[config.mk]
export PLATFORM = sky130hd
export DESIGN_NAME = irqmap_arbiter
export DESIGN_NICKNAME = d
export VERILOG_FILES = /design/src/rtl/irqmap_pkg.sv /design/src/rtl/intmap_regs.sv /design/src/rtl/intmap_arb.sv /design/src/rtl/intmap_pinmap.sv /design/src/rtl/irqmap_arbiter.sv
export SDC_FILE = /design/constraint.sdc
export NUM_CORES = 1
export LEC_CHECK = 0
export ABC_CLOCK_PERIOD_IN_PS = 4000
export BUFFER_PORTS_ARGS = -buffer_cell sky130_fd_sc_hd__buf_2
export CORE_MARGIN = 2
export CORE_UTILIZATION = 40
export CTS_CLUSTER_SIZE = 14
export DETAILED_ROUTE_END_ITERATION = 10
export SYNTH_ARGS = -nofsm -noshare
export SYNTH_HDL_FRONTEND = slang
export SYNTH_SLANG_ARGS = --single-unit
[constraint.sdc]
create_clock -name clk -period 4 [get_ports clk]
set_input_delay 0.2 -clock clk [delete_from_list [all_inputs] [get_ports clk]]
set_output_delay 0.2 -clock clk [all_outputs]
set_load 0.03 [all_outputs]
[src/rtl/irqmap_pkg.sv]
`timescale 1ns/1ps
package irqmap_pkg;

    localparam int PCI_GRPS = 8;
    localparam int GRP_SZ   = 4;
    localparam int OB_SRCS  = 32;
    localparam int PCI_SRCS = PCI_GRPS * GRP_SZ;
    localparam int NSRC     = PCI_SRCS + OB_SRCS;
    localparam int ID_W     = $clog2(NSRC + 2);
    localparam int ADDR_W   = 8;
    localparam int IDX_W    = 5;
    localparam int GRP_W    = $clog2(PCI_GRPS);

    localparam logic [ID_W-1:0] NONE_ID = ID_W'(NSRC + 1);

    typedef enum logic [1:0] {
        RG_PCI_MAP = 2'b00,
        RG_OB_MAP  = 2'b01,
        RG_PCI_CLR = 2'b10,
        RG_OB_CLR  = 2'b11
    } region_e;

    typedef struct packed {
        logic             hit;
        region_e          region;
        logic [IDX_W-1:0] idx;
        logic             en;
    } reg_op_t;

    function automatic logic [31:0] pci_map_base(input logic [IDX_W-1:0] i);
        return 32'h7C0 | {25'd0, i, 2'b00};
    endfunction

    function automatic logic [31:0] ob_map_base(input logic [IDX_W-1:0] i);
        return 32'h7E0 + {27'd0, i};
    endfunction

    function automatic logic [ID_W-1:0] first_set(input logic [NSRC-1:0] v);
        logic [ID_W-1:0] r;
        r = NONE_ID;
        for (int i = NSRC - 1; i >= 0; i--) begin
            if (v[i]) r = ID_W'(i);
        end
        return r;
    endfunction

    function automatic logic [4:0] pci_line(input logic [4:0] slot,
                                            input logic       fn0,
                                            input logic [1:0] pin);
        logic [6:0] s;
        s = (fn0 ? 7'd16 : 7'd0) + {slot, 2'b00} + {5'd0, pin};
        return s[4:0];
    endfunction

endpackage

[src/rtl/intmap_regs.sv]
`timescale 1ns/1ps
module intmap_regs
    import irqmap_pkg::*;
(
    input  logic                clk,
    input  logic                rst,
    input  logic                bus_rst,
    input  logic                we,
    input  logic [ADDR_W-1:0]   addr,
    input  logic                wbit,
    output logic [31:0]         rdata,
    output reg_op_t             op,
    output logic [PCI_GRPS-1:0] pci_en_q,
    output logic [OB_SRCS-1:0]  ob_en_q,
    output logic [PCI_GRPS-1:0] pci_en_nx,
    output logic [OB_SRCS-1:0]  ob_en_nx
);

    region_e          region;
    logic [IDX_W-1:0] idx;
    logic             odd;
    logic             idx_ok;
    logic [31:0]      base;

    assign region = region_e'(addr[ADDR_W-1:ADDR_W-2]);
    assign idx    = addr[IDX_W:1];
    assign odd    = addr[0];
    // on-board regions have region bit 0 set and use the full index range
    assign idx_ok = region[0] ? 1'b1 : (idx < IDX_W'(PCI_GRPS));

    assign op.hit    = we && odd && idx_ok;
    assign op.region = region;
    assign op.idx    = idx;
    assign op.en     = wbit;

    always_comb begin
        pci_en_nx = pci_en_q;
        ob_en_nx  = ob_en_q;
        if (op.hit && op.region == RG_PCI_MAP) pci_en_nx[op.idx[GRP_W-1:0]] = op.en;
        if (op.hit && op.region == RG_OB_MAP)  ob_en_nx[op.idx] = op.en;
    end

    always_ff @(posedge clk) begin
        if (rst || bus_rst) begin
            pci_en_q <= '0;
            ob_en_q  <= '0;
        end else begin
            pci_en_q <= pci_en_nx;
            ob_en_q  <= ob_en_nx;
        end
    end

    always_comb begin
        rdata = '0;
        base  = '0;
        if (odd && idx_ok) begin
            unique case (region)
                RG_PCI_MAP: begin
                    base  = pci_map_base(idx);
                    rdata = {pci_en_q[idx[GRP_W-1:0]], base[30:0]};
                end
                RG_OB_MAP: begin
                    base  = ob_map_base(idx);
                    rdata = {ob_en_q[idx], base[30:0]};
                end
                RG_PCI_CLR, RG_OB_CLR: rdata = '0;
            endcase
        end
    end


    bus_rst_clears_chk: assert property (@(posedge clk) disable iff (rst)
        bus_rst |=> (pci_en_q == '0 && ob_en_q == '0));


    map_write_lands_chk: assert property (@(posedge clk) disable iff (rst || bus_rst)
        (op.hit && op.region == RG_OB_MAP) |=> (ob_en_q[$past(op.idx)] == $past(op.en)));

endmodule

[src/rtl/intmap_arb.sv]
`timescale 1ns/1ps
module intmap_arb
    import irqmap_pkg::*;
(
    input  logic                clk,
    input  logic                rst,
    input  logic                bus_rst,
    input  logic [NSRC-1:0]     src,
    input  reg_op_t             op,
    input  logic [PCI_GRPS-1:0] pci_en_q,
    input  logic [OB_SRCS-1:0]  ob_en_q,
    input  logic [PCI_GRPS-1:0] pci_en_nx,
    input  logic [OB_SRCS-1:0]  ob_en_nx,
    output logic [ID_W-1:0]     req_id
);

    localparam logic [NSRC-1:0] PCI_MASK = {{OB_SRCS{1'b0}}, {PCI_SRCS{1'b1}}};

    logic [NSRC-1:0] lvl_q, en_nx_mask, en_q_mask, rise, pci_hit, ob_hit;
    logic [ID_W-1:0] req_q, req_nx, cur;
    logic            rearb, grp_match, ob_match;

    for (genvar g = 0; g < NSRC; g++) begin : g_mask
        if (g < PCI_SRCS) begin : g_pci
            assign en_nx_mask[g] = pci_en_nx[g / GRP_SZ];
            assign en_q_mask[g]  = pci_en_q[g / GRP_SZ];
        end else begin : g_ob
            assign en_nx_mask[g] = ob_en_nx[g - PCI_SRCS];
            assign en_q_mask[g]  = ob_en_q[g - PCI_SRCS];
        end
    end

    assign rise    = src & ~lvl_q;
    assign pci_hit = rise & en_nx_mask & PCI_MASK;
    assign ob_hit  = rise & en_nx_mask & ~PCI_MASK;

    assign grp_match = (req_q < ID_W'(PCI_SRCS)) &&
                       (req_q[GRP_W+1:2] == op.idx[GRP_W-1:0]);
    assign ob_match  = (req_q >= ID_W'(PCI_SRCS)) && (req_q < ID_W'(NSRC)) &&
                       (req_q[IDX_W-1:0] == op.idx);

    always_comb begin
        cur   = req_q;
        rearb = 1'b0;
        if (op.hit) begin
            unique case (op.region)
                RG_PCI_MAP: begin
                    rearb = 1'b1;
                    if (!op.en && grp_match) cur = NONE_ID;
                end
                RG_OB_MAP: begin
                    rearb = 1'b1;
                    if (!op.en && ob_match) cur = NONE_ID;
                end
                RG_PCI_CLR: if (grp_match) begin
                    cur   = NONE_ID;
                    rearb = 1'b1;
                end
                RG_OB_CLR: if (ob_match) begin
                    cur   = NONE_ID;
                    rearb = 1'b1;
                end
            endcase
        end
        if (rearb && cur == NONE_ID) cur = first_set(lvl_q & en_nx_mask);
        if (|pci_hit)                            cur = first_set(pci_hit);
        else if (cur == NONE_ID && (|ob_hit))    cur = first_set(ob_hit);
        req_nx = cur;
    end

    always_ff @(posedge clk) begin
        if (rst || bus_rst) begin
            req_q <= NONE_ID;
            lvl_q <= '0;
        end else begin
            req_q <= req_nx;
            lvl_q <= src;
        end
    end

    assign req_id = req_q;


    pending_hold_chk: assert property (@(posedge clk) disable iff (rst || bus_rst)
        (req_q != NONE_ID && !op.hit && !(|pci_hit)) |=> (req_q == $past(req_q)));


    pick_enabled_chk: assert property (@(posedge clk) disable iff (rst || bus_rst)
        (req_nx != req_q && req_nx != NONE_ID) |=> en_q_mask[req_q[IDX_W:0]]);

endmodule

[src/rtl/intmap_pinmap.sv]
`timescale 1ns/1ps
module intmap_pinmap
    import irqmap_pkg::*;
(
    input  logic [7:0] devfn,
    input  logic [1:0] pin,
    output logic [4:0] line
);

    logic unused_fn_bits;
    assign unused_fn_bits = ^devfn[2:1];

    assign line = pci_line(devfn[7:3], devfn[0], pin);

endmodule

[src/rtl/irqmap_arbiter.sv]
`timescale 1ns/1ps
module irqmap_arbiter
    import irqmap_pkg::*;
(
    input  logic              clk,
    input  logic              rst,
    input  logic              bus_rst,
    input  logic [NSRC-1:0]   src_lvl,
    input  logic              reg_we,
    input  logic [ADDR_W-1:0] reg_addr,
    input  logic [31:0]       reg_wdata,
    output logic [31:0]       reg_rdata,
    input  logic [7:0]        pin_devfn,
    input  logic [1:0]        pin_num,
    output logic [4:0]        pin_line,
    output logic [ID_W-1:0]   req_id,
    output logic [NSRC-1:0]   vec_req
);

    reg_op_t             op;
    logic [PCI_GRPS-1:0] pci_en_q, pci_en_nx;
    logic [OB_SRCS-1:0]  ob_en_q, ob_en_nx;
    logic                unused_wdata;

    assign unused_wdata = ^reg_wdata[30:0];

    intmap_regs u_regs (
        .clk(clk), .rst(rst), .bus_rst(bus_rst),
        .we(reg_we), .addr(reg_addr), .wbit(reg_wdata[31]),
        .rdata(reg_rdata), .op(op),
        .pci_en_q(pci_en_q), .ob_en_q(ob_en_q),
        .pci_en_nx(pci_en_nx), .ob_en_nx(ob_en_nx)
    );

    intmap_arb u_arb (
        .clk(clk), .rst(rst), .bus_rst(bus_rst),
        .src(src_lvl), .op(op),
        .pci_en_q(pci_en_q), .ob_en_q(ob_en_q),
        .pci_en_nx(pci_en_nx), .ob_en_nx(ob_en_nx),
        .req_id(req_id)
    );

    intmap_pinmap u_pin (
        .devfn(pin_devfn), .pin(pin_num), .line(pin_line)
    );

    for (genvar g = 0; g < NSRC; g++) begin : g_vec
        assign vec_req[g] = (req_id == ID_W'(g));
    end


    vec_onehot_chk: assert property (@(posedge clk) disable iff (rst)
        $onehot0(vec_req) && ((req_id == NONE_ID) == (vec_req == '0)));


    id_legal_chk: assert property (@(posedge clk) disable iff (rst)
        (req_id < ID_W'(NSRC)) || (req_id == NONE_ID));

endmodule

==> results of run 1 <==
sequential cells by signal (all words and copies together) (netlist names):
| name | flops |
|---|---|
| u_regs.ob_en_q | 32 |
| u_regs.pci_en_q | 8 |
| u_arb.req_id | 7 |
| u_arb.lvl_q | 64 |
cells in the mapped netlist (all sizes together) (3+ instances only):
cell type	number	area, sq um
nor2	211	795
dfxtp	111	2220
nand2	88	330
and2	76	475
mux2i	61	611
buf	47	337
nor3	46	270
nor2b	44	275
a21oi	37	185
clkbuf	36	135
nand2b	31	194
o21ai	29	145
inv	23	86.3
nor4	22	171
o22ai	19	119
nand3	15	75.1
mux2	14	158
or4	13	109
o31ai	12	118
mux4	11	248
o32a	10	100
o32ai	9	78.8
a2111oi	8	108
o22a	8	70.1
xnor2	8	70.1
nand3b	7	56.3
nand4	7	43.8
a211oi	6	45.0
o21bai	6	45.0
or2	6	40.0
or3	6	37.5
a211o	5	43.8
a2bb2oi	5	43.8
o221ai	5	43.8
a21o	4	30.0
and3b	4	35.0
or3b	4	35.0
nor3b	3	22.5
nor4b	3	26.3
o211ai	3	22.5
o2bb2ai	3	26.3
o31a	3	26.3
metal layers:
layer	vias to the layer above	routed length, um
li1	4182	-
met1	4007	12600
met2	304	12700
met5	-	0
met3	37	1750
met4	0	561
worst min-delay path by stage:
stage / startpoint / to / cells past startpoint
2_1_floorplan: src_lvl[0] / u_arb.lvl_q[0] / 1
3_3_place_gp: pin_num[0] / pin_line[0] / 0
3_5_place_dp: pin_num[0] / pin_line[0] / 0
4_1_cts: src_lvl[14] / u_arb.lvl_q[14] / 2
5_1_grt: src_lvl[14] / u_arb.lvl_q[14] / 2
6_report: src_lvl[14] / u_arb.lvl_q[14] / 2
worst max-delay path: stages:
cell       delay, ns
buf_2           0.29
or3b_1          0.58
nor3_2          0.31
mux2i_1         0.18
a2111oi_2       0.41
nand4_1         0.25
a41oi_1         0.30
o31ai_1         0.14
nor4_4          0.39
or4b_1          0.50
a21o_1          0.18
cell type report:
class                           count  area, sq um
Clock buffer                       11          243
Clock inverter                      3         45.0
Timing Repair Buffer              216         1240
Tap cell                          270          338
Fill cell                        2048        10500
Inverter                           23         86.3
Multi-Input combinational cell    902         5670
Sequential cell                   111         2220
layout by cell type (no fill, tap or decap), types with 23 or more instances in the layout:
| cell type | count |
|---|---|
| inv_1 | 23 |
| nand2b_1 | 31 |
| o21ai_0 | 27 |
| buf_4 | 52 |
| nor3_1 | 38 |
| nand2_1 | 88 |
| nor2_1 | 209 |
| buf_2 | 162 |
| dfxtp_1 | 111 |
| mux2i_1 | 61 |
| and2_1 | 76 |
| nor2b_1 | 44 |
| a21oi_1 | 37 |
kinds of logic after synthesis:
family / Yosys count
mux: 86
simple gates: 591
xor+xnor: 9
compound gates: 196
flops: 111
other cells: 1
buf+inv: 106
metrics by stage:
step                std cells  hold WS (ns)
floorplan                1119         0.322
global placement         1522         0.400
detailed placement       1522         0.400
CTS                      1536        0.0408
global route             1536        0.0525
finish                   1536        0.0444
power breakdown:
| part | internal [W] | switching [W] | leakage (nW) |
|---|---|---|---|
| combinational | 0.000120 | 0.000214 | 2.84 |
| sequential | 0.00113 | 0.0000276 | 0.904 |
| clock | 0.000497 | 0.000412 | 0.134 |
| total | 0.00175 | 0.000654 | 3.88 |
==> metrics.txt, run 1 <==
status=finished clean; Main synth FF type=dfxtp_1; clk_skew=0.00991 ns; routability cong.=0.898; gr ovfl total=0; # DRC=0; total power=0.00240 W; Critical Path Sink Type=flip-flop; CP Class=in -> reg; Initial Utilization=0.411; Post-DRT Antenna Nets=0; CP Capture Point=u_arb.req_id[6]; grt met2 use=0.414; Avg Vias per Cell=5.55; I/O Buffers=approximately 160; post-synthesis adder-cell area fraction=0; Initial DRC Count=650; R2R Setup Slk=0.66 ns; Post-Synth Simple-Gate Area=0.363; Setup Buffers After CTS=0; Pwr Density=244 nW/um^2; syn_area_per_cell=between 7 and 8 sq um; final core utilization=0.484; worst-path fanout max=13; met3 usage=0.0420; Post-Syn Area=~8400 sq um; multiplexer share of the synthesized area=0.121; Slew Limit Fails=0; reg2reg path depth=10; cts repair resizes=0; worst reg2reg endpoint=u_arb.req_id[6]; Hold Vio Cnt, Final=0; Critical Path RT=between 4 and 5 ns; final setup fails=0; Setup TNS=0 ns; Avg WL per Cell=17.9 um; Seq/Total Area, Yosys=0.265; die footprint=approximately 22,000 sq um; final period utilization=0.870; Inserted Clock Buffers=9; TritonRoute pass-1 iters=5; CP startpoint kind=input port; I/O pin count=226; Yosys cell types=82; critical path arrival=3.74 ns; CTS Hold Buffers Added=0; first-pass GRT wire length=42.7 mm; LEAKAGE=3.88 nW; ANT cells=0; met1 Use GR=0.326; die span in y=149 um; Slew @ Worst Pin=0.958 ns; Placement Rows=between 50 and 60; root buffer cell=clkbuf_16; RSZ-0062 raised after global routing=false; fin area=roughly 10000 sq um; fmax=around 0.29 GHz; Max-slew headroom=0.361; Synth Instances=1,100; Layout area overhead=17.6%; largest family of logic cells by synthesized area=simple AND/OR/NAND/NOR gates; final worst slack=around 0.52 ns; Max VDD drop=0.206 mV; Vias=between 8k and 9k; clk buf depth=2; #FFs+latches synth=111; initial antenna violation count=1; layout cell share with drive strength beyond 1=0.227; Chip Width=149 um; Compound-Gate Fraction of Synth Area=0.174; Ys Warns=0; Hold Path Class=in -> reg; Routed WL=27.5 mm; Worst-Skew Late Latency=0.36 ns; area of the core=20,400 sq um; dpl hpwl=22.0 mm; gr usage total=0.247; fin crit period=3.48 ns; largest net degree at the start of global routing=43; pre-CTS WS=0.184 ns; CTS sink count=111; Area after DPL=9560 sq um; vias in the first global route=7,909; CTS tree=built; xor and xnor area share after synthesis=0.00941; start point of the critical path=reg_addr[3]; launch point of the worst reg-to-reg path=u_arb.req_id[2]; Async SR Flop Fraction=0; CTS H-tree depth=3; Reg clk slew, reported paths=0.07 ns; EDFF count, synth=0; count of max-cap constraint violations=0; nets=1,381; layer with the highest usage=met2
Note: power is estimated with default switching activity, not from simulation.
==> inputs of run 2 (changes only) <==
--- a/config.mk
+++ b/config.mk
@@ -9,8 +9,10 @@
 export BUFFER_PORTS_ARGS = -buffer_cell sky130_fd_sc_hd__buf_2
 export CORE_MARGIN = 2
 export CORE_UTILIZATION = 40
+export CTS_BUF_LIST = sky130_fd_sc_hd__clkbuf_4
 export CTS_CLUSTER_SIZE = 14
 export DETAILED_ROUTE_END_ITERATION = 10
+export SKIP_LAST_GASP = 1
 export SYNTH_ARGS = -nofsm -noshare
 export SYNTH_HDL_FRONTEND = slang
 export SYNTH_SLANG_ARGS = --single-unit
==> run 2 against run 1 <==
  * Sequential power hardly changed
  * Worst hold slack improved by 0.054 ns
  * Sequential cell count did not move
  * Clock power is 38% lower
  * Register-to-register slack about the same
  * Power is 12% lower
  * Sequential share of layout area decreased by 1.0 points
  * First-iteration DRC count grew 15%
  * Count of clock-buffer cells in the layout is 1 lower
  * Critical path depth down 1
  * Final cell count is 4.2% higher
  * Combinational power grew 14%
==> metrics.txt, run 2 (synthesis gave the netlist of run 1 again) <==
status=finished clean; Vias=8,823; worst reg2reg endpoint=u_arb.req_id[4]; CTS sink count=approximately 110; die footprint=22,100 sq um; # DRC=0; initial antenna violation count=2; nets=1,445; CTS tree=built; count of max-cap constraint violations=0; Hold Path Class=in -> reg; layout cell share with drive strength beyond 1=0.217; largest net degree at the start of global routing=43; Initial DRC Count=around 750; CP cell instances=xnor2_1, nand4_1, o41ai_1, o311a_1, nand2_1, a2111o_1, o21ai_0, nor4_4, nor4b_1, o31a_1; die span in y=about 150 um; fmax=0.299 GHz; launch point of the worst reg-to-reg path=u_arb.req_id[3]; final core utilization=0.507; Pwr Density=204 nW/um^2; R2R Setup Slk=0.66 ns; RSZ-0062 raised after global routing=false; start point of the critical path=u_arb.req_id[3]; worst-path fanout max=11; LEAKAGE=4.07 nW; fin crit period=3.34 ns; Initial Utilization=0.411; Critical Path RT=approximately 4.4 ns; CP startpoint kind=flip-flop; Worst-Skew Late Latency=0.50 ns; reg2reg path depth=10; clk_skew=0.0181 ns; I/O pin count=roughly 230; Slew @ Worst Pin=about 0.99 ns; final setup fails=0; area of the core=20,400 sq um; CP Class=reg -> reg; Layout area overhead=23.3%; Routed WL=28.0 mm; routability cong.=0.898; CTS H-tree depth=3; Avg Vias per Cell=5.51; Inserted Clock Buffers=9; dpl hpwl=~22 mm; Critical Path Max Stage Delay=~0.66 ns; final period utilization=0.836; Biggest register=u_arb.lvl_q; Hold Vio Cnt, Final=0; total power=0.00211 W; WHS=0.0980 ns; Reg clk slew, reported paths=between 0.15 and 0.2 ns; Placement Rows=between 50 and 60; clk buf depth=2; Chip Width=149 um; Max-slew headroom=0.341; commonest non-fill, non-tap cell in the layout=nor2_1; Worst Hold Endpoint=u_arb.req_id[0]; Setup TNS=0 ns; CP max-delay cell=dfxtp_1; I/O Buffers=roughly 160; first-pass GRT wire length=43.5 mm; root buffer cell=clkbuf_4; Largest register FFs=64; Post-DRT Antenna Nets=0; hold path cells=3; vias in the first global route=8,164; gr ovfl total=0; Largest regs=u_arb.lvl_q x64, u_regs.ob_en_q x32, u_regs.pci_en_q x8; most frequent cells in the layout=nor2_1 (209), buf_2 (162), dfxtp_1 (111); gr usage total=0.251; TritonRoute pass-1 iters=5; Max VDD drop=~0.11 mV; Avg WL per Cell=17.5 um; critical path arrival=3.75 ns; Critical Path Sink Type=flip-flop; hold path start=rst; Slew Limit Fails=0
==> run 2: changes by cell type in the layout (fill, tap and decap cells not counted) <==
cell / change
clkbuf_16: -9
diode_2: +1
clkbuf_8: -1
clkbuf_1: -1
clkinv_1: +1
dlygate4sd3_1: +64
clkbuf_4: +10
==> run 2: area by class of cell <==
type	count	area (sq um)
fill	2002	10000
multi-input combinational	902	5670
sequential	111	2220
timing repair buffer	280	1880
tap	270	338
inverter	23	86.3
clock buffer	10	75.1
clock inverter	4	48.8
antenna	1	2.50
==> run 2: metrics by stage <==
step	cells	worst slack, ns	cell area (sq um)
2_1_floorplan	1119	0.549	8450
6_report	1601	0.655	10300
3_3_place_gp	1522	0.201	9560
3_5_place_dp	1522	0.184	9560
5_1_grt	1601	0.345	10300
4_1_cts	1600	0.694	10300
==> run 2: repair_timing <==
item,4_1_cts,5_1_grt
gates resized for setup,0,0
endpoints found under the hold margin,64,0
setup buffers,0,0
hold buffers,64,0
==> run 2: where the power goes <==
group          switching, W  internal, W  total, W
Clock              0.000378     0.000189  0.000567
Sequential        0.0000280      0.00113   0.00116
Combinational      0.000222     0.000160  0.000382
==> run 2: critical path, delay by kind of cell, from the launching register on <==
kind / cells / cell delay (ns)
XOR/XNOR: 1 / 0.18
AO/OA/AOI/OAI: 5 / 1.79
flip-flops: 1 / 0.66
AND/OR/NAND/NOR: 4 / 0.60
==> run 2: worst max path at each step <==
stage / to / slack, ns / depth (start not counted)
2_1_floorplan: u_arb.req_id[6] / 0.55 / 12
3_3_place_gp: u_arb.req_id[4] / 0.20 / 12
3_5_place_dp: u_arb.req_id[6] / 0.18 / 11
4_1_cts: u_arb.req_id[4] / 0.69 / 10
5_1_grt: u_arb.req_id[6] / 0.34 / 9
6_report: u_arb.req_id[4] / 0.66 / 10
==> run 2: routing by layer <==
metal / share of wire / GRT usage / up-vias
li1: - / - / 4308
met1: 0.45 / 0.328 / 4139
met2: 0.46 / 0.423 / 337
met3: 0.071 / 0.0482 / 39
met4: 0.018 / 0.0671 / 0
met5: 0 / 0 / -
